## src/rtl/spec_rob.sv

```systemverilog
module spec_rob #(
  parameter int DEPTH  = 8,
  parameter int DATA_W = 32,
  parameter int DEST_W = 16,
  parameter int REG_W  = 5,
  localparam int TAG_W = $clog2(DEPTH),
  localparam int CNT_W = $clog2(DEPTH + 1),
  localparam int NREG  = 1 << REG_W
) (
  input  logic              clk,
  input  logic              rst_n,
  input  logic              alloc_req,
  input  logic [1:0]        alloc_kind,
  input  logic [DEST_W-1:0] alloc_dest,
  output logic              alloc_ok,
  output logic [TAG_W-1:0]  alloc_tag,
  input  logic              res_valid,
  input  logic [TAG_W-1:0]  res_tag,
  input  logic [DATA_W-1:0] res_value,
  input  logic              res_bad,
  input  logic [TAG_W-1:0]  look_tag,
  output logic              look_ready,
  output logic [DATA_W-1:0] look_value,
  input  logic [REG_W-1:0]  src_reg,
  output logic              src_busy,
  output logic [TAG_W-1:0]  src_tag,
  output logic              rf_we,
  output logic [REG_W-1:0]  rf_addr,
  output logic [DATA_W-1:0] rf_data,
  output logic              st_we,
  output logic [DEST_W-1:0] st_addr,
  output logic [DATA_W-1:0] st_data,
  output logic              squash
);

  localparam logic [1:0] KIND_REG = 2'd0;
  localparam logic [1:0] KIND_ST  = 2'd1;

  logic              e_valid [DEPTH];
  logic              e_ready [DEPTH];
  logic              e_bad   [DEPTH];
  logic [1:0]        e_kind  [DEPTH];
  logic [DEST_W-1:0] e_dest  [DEPTH];
  logic [DATA_W-1:0] e_val   [DEPTH];

  logic              map_busy [NREG];
  logic [TAG_W-1:0]  map_tag  [NREG];

  logic [TAG_W-1:0]  head, tail, head_nx, tail_nx;
  logic [CNT_W-1:0]  count;
  logic              head_done, retire, fire, bus_hit;
  logic [REG_W-1:0]  head_reg, alloc_reg;

  assign head_nx   = (head == TAG_W'(DEPTH - 1)) ? '0 : head + 1'b1;
  assign tail_nx   = (tail == TAG_W'(DEPTH - 1)) ? '0 : tail + 1'b1;
  assign head_done = e_valid[head] & e_ready[head];
  assign squash    = head_done & e_bad[head];
  assign retire    = head_done & ~e_bad[head];
  assign alloc_ok  = (count != CNT_W'(DEPTH)) & ~squash;
  assign fire      = alloc_req & alloc_ok;
  assign alloc_tag = tail;
  assign head_reg  = e_dest[head][REG_W-1:0];
  assign alloc_reg = alloc_dest[REG_W-1:0];

  assign rf_we   = retire & (e_kind[head] == KIND_REG);
  assign rf_addr = head_reg;
  assign rf_data = e_val[head];
  assign st_we   = retire & (e_kind[head] == KIND_ST);
  assign st_addr = e_dest[head];
  assign st_data = e_val[head];

  assign bus_hit    = res_valid & (res_tag == look_tag);
  assign look_ready = e_valid[look_tag] & (e_ready[look_tag] | bus_hit);
  assign look_value = (bus_hit & ~e_ready[look_tag]) ? res_value : e_val[look_tag];

  assign src_busy = map_busy[src_reg];
  assign src_tag  = map_tag[src_reg];

  always_ff @(posedge clk) begin
    if (!rst_n || squash) begin
      for (int i = 0; i < DEPTH; i++) begin
        e_valid[i] <= 1'b0;
        e_ready[i] <= 1'b0;
        e_bad[i]   <= 1'b0;
      end
      for (int r = 0; r < NREG; r++) begin
        map_busy[r] <= 1'b0;
        map_tag[r]  <= '0;
      end
      head  <= '0;
      tail  <= '0;
      count <= '0;
    end else begin
      if (retire) begin
        e_valid[head] <= 1'b0;
        head <= head_nx;
        if (e_kind[head] == KIND_REG && map_busy[head_reg] && map_tag[head_reg] == head)
          map_busy[head_reg] <= 1'b0;
      end
      if (fire) begin
        e_valid[tail] <= 1'b1;
        e_ready[tail] <= 1'b0;
        e_bad[tail]   <= 1'b0;
        e_kind[tail]  <= alloc_kind;
        e_dest[tail]  <= alloc_dest;
        tail <= tail_nx;
        if (alloc_kind == KIND_REG) begin
          map_busy[alloc_reg] <= 1'b1;
          map_tag[alloc_reg]  <= tail;
        end
      end
      if (res_valid && e_valid[res_tag]) begin
        e_ready[res_tag] <= 1'b1;
        e_val[res_tag]   <= res_value;
        e_bad[res_tag]   <= res_bad;
      end
      count <= count + CNT_W'(fire) - CNT_W'(retire);
    end
  end

endmodule


```

## config.mk

```make
export PLATFORM = sky130hd
export DESIGN_NAME = spec_rob
export DESIGN_NICKNAME = d
export VERILOG_FILES = /design/src/rtl/spec_rob.sv
export SDC_FILE = /design/constraint.sdc
export NUM_CORES = 1
export LEC_CHECK = 0
export BUFFER_PORTS_ARGS = -buffer_cell sky130_fd_sc_hd__buf_4
export CORE_MARGIN = 1.5
export CORE_UTILIZATION = 50
export DETAILED_ROUTE_END_ITERATION = 8
export HOLD_SLACK_MARGIN = 0.08
export PLACE_DENSITY = 0.74
export SYNTH_ARGS = -nofsm -noshare
export SYNTH_HDL_FRONTEND = slang
export SYNTH_SLANG_ARGS = --single-unit
```

## constraint.sdc

```tcl
create_clock -name clk -period 5.9 [get_ports clk]
set_input_delay 0.885 -clock clk [delete_from_list [all_inputs] [get_ports clk]]
set_output_delay 0.885 -clock clk [all_outputs]
set_load 0.02 [all_outputs]
```

==> impl_metrics.tcl <==
set metrics [dict create \
    netlist.area_leader.share_pct 55.6 \
    num-fill-cells 4052 \
    gp_congestion 0.920 \
    ctsResizeCount 0 \
    die_height_um 236 \
    drcViolationCount 0 \
    synth_edf_count 504 \
    vdd_drop_max_uv 246 \
    drv.max_cap_violation_count 0 \
    netlist-cell-type-count 65 \
    clk_latency_ns 0.62 \
    design.die.area_mm2 0.0559 \
    slew_viol_final 0 \
    path_common_cell "buf_4" \
    synth_area_leader_cell "edfxtp_1" \
    port-buffer-count 194 \
    worstSetupPathType "reg -> out" \
    slew_headroom_pct 22.1 \
    fin_worst_skew_ns 0.0385 \
    max_flop_register "e_val" \
    grt_max_degree 82 \
    path_cells "buf_4, nor2b_1, o21ai_0, o2111ai_1, nor3_1, nor2_1, buf_4" \
    dieWidth_um 236 \
    detailed_place_hpwl_um 41200 \
    max_clock_freq_mhz 202 \
    cts.sink_count 565 \
    total_power_mw 8.90 \
    dpl.cell_count 2460 \
    num_rows 85 \
    cell_area_after_synthesis_mm2 0.0272 \
    timing_worst_slew_pin_value_ns 1.17 \
    synth.most_common_cell "edfxtp_1" \
    synth-warning-count 0 \
    layout_worst_path_cycle_share_pct 83.9 \
    globalRoute.totalOverflow 0 \
    routed-via-count 16200 \
    global_route.usage.total_pct 23.6 \
    synth-seq-area-share_pct 60.0 \
    cts_htree_levels 2 \
    core_area_mm2 0.0538 \
    flow.area_growth_from_synthesis_pct 13.5 \
    antenna_violations_before_repair 5 \
    antenna_violating_nets_post_route 0 \
    detail_route.wl_per_cell_um 25.6 \
    critPathLaunchType "register" \
    finalHoldViolations 0 \
    period_minus_ws_final_ns 4.95 \
    delay_of_the_slowest_cell_on_the_worst_path_ns 0.92 \
    drt-vias-per-instance 6.29 \
    synth_common_cells "edfxtp_1, mux4_2, nand2_1" \
    leakage_nw 10.6 \
    synthFlopType "edfxtp_1" \
    rsz0062_at_grt "false" \
    largest_register_ffs 256 \
    critical_path.top_delay_family "simple AND/OR/NAND/NOR gates" \
    io_pins 195 \
    cts_post_setup_buffers_inserted 0 \
    cts_buffers 58 \
    cp_max_fo 53 \
    drtPass1Iterations 6 \
    slowest_stage "dfxtp_4" \
    wl_um 65900 \
    finish.cell_count_without_fillers 2568 \
    worstPathArrival_ns 4.07 \
    cts_buffer_depth 3 \
    top_regs "e_val x256, e_dest x128, map_tag x96" \
    synthesis.area_per_instance_um2 16.0 \
    number_of_nets_in_the_synthesized_netlist 1778 \
    post_synth_inst_count 1702 \
    ys_seq_elements 565 \
    grt_pass1_wl_um 100000 \
    initial_core_util_pct 50.6 \
    async_flop_share_pct 0 \
    critical_path_buf_inv_count 2 \
    end_kind "output port" \
    layout-drive-gt1-share_pct 33.8 \
    drtIter0Drc 1717 \
    register_to_register_setup_slack_ns 0.99 \
    status "completed" \
    cts_tree "done" \
    worst_setup_hold_path_clk_slew_ns 0.06 \
    final-setup-viol-count 0 \
    hold_path_class "in -> reg" \
    clock-root-buffer "clkbuf_16" \
    required_ns 5.02 \
    synth_top_cells_by_area "edfxtp_1, mux4_2, dfxtp_1, mux2i_1, mux2_2" \
    pwr_density_cell_mw_per_mm2 288 \
    nNetsFinal 1900 \
    via_count_of_the_first_global_routing_pass 16300 \
    cts_hold_repair.buffers 0 \
]
placed cells by master, fill, tap and decap left out, types with 37 or more instances in the layout:
cell,count
a21oi_1,37
and2_1,84
buf_4,216
clkbuf_16,58
dfxtp_1,56
edfxtp_1,504
mux2_2,52
mux2i_1,99
mux4_2,210
nand2_1,126
nor2_1,65
o21ai_0,47
metal layers:
layer	track usage, %	share of wire (%)	up-vias
li1	-	-	7007
met1	31.6	39	8212
met2	39.4	50	790
met3	4.37	8.1	138
met4	7.40	2.6	6
met5	0	0.056	-
where the power goes:
part | switching (mW) | internal (mW) | total [mW]
Sequential | 0.0504 | 4.42 | 4.47
Combinational | 0.455 | 0.297 | 0.752
Clock | 1.53 | 2.16 | 3.68
Total | 2.03 | 6.87 | 8.90
kinds of logic (layout without fill, tap and decap cells):
kind of cell	Yosys count	count (layout)	synth area share (%)
compound gates	176	176	4.25
flops	565	565	60.0
xor+xnor	6	6	0.262
other cells	0	2	0
fa+ha+maj	10	10	0.487
simple gates	397	397	7.88
mux	367	367	23.6
buf+inv	181	349	3.45
worst reg2reg max path: cells and delay by family (launching register included):
family        cells  cell delay, ns
mux               2            0.89
simple gates      7            2.22
flops             1            0.70
buf+inv           2            0.80
final cells by class:
class / instances / area, µm² / area share, %
Clock buffer: 66 / 1480 / 4.79
Inverter: 25 / 98.8 / 0.320
Sequential cell: 565 / 16400 / 52.9
Antenna cell: 2 / 5.00 / 0.0162
Timing Repair Buffer: 218 / 1660 / 5.37
Clock inverter: 40 / 438 / 1.42
Tap cell: 696 / 871 / 2.82
Multi-Input combinational cell: 956 / 10000 / 32.3
metrics by stage:
| step | setup TNS [ns] | cell area [µm²] | hold WS [ns] | worst slack [ns] | utilization [%] |
|---|---|---|---|---|---|
| floorplan | -31.34 | 27200 | 0.454 | -0.425 | - |
| global placement | 0 | 29000 | 0.503 | 1.21 | 53.9 |
| detailed placement | 0 | 29000 | 0.499 | 1.05 | 53.9 |
| CTS | 0 | 30900 | 0.476 | 0.849 | 57.5 |
| global route | 0 | 30900 | 0.490 | 0.648 | 57.5 |
| finish | 0 | 30900 | 0.511 | 0.950 | 57.5 |
path summary, 6_finish.rpt:
check                     start        endpoint  depth (start not counted)
setup / recovery       register        alloc_ok                          7
hold / removal    alloc_dest[5]    e_dest[2][5]                          1
setup reg to reg       register  map_tag[21][1]                         11
hold reg to reg      e_valid[2]      e_valid[2]                          2
Note: power is estimated with default switching activity, not from simulation.
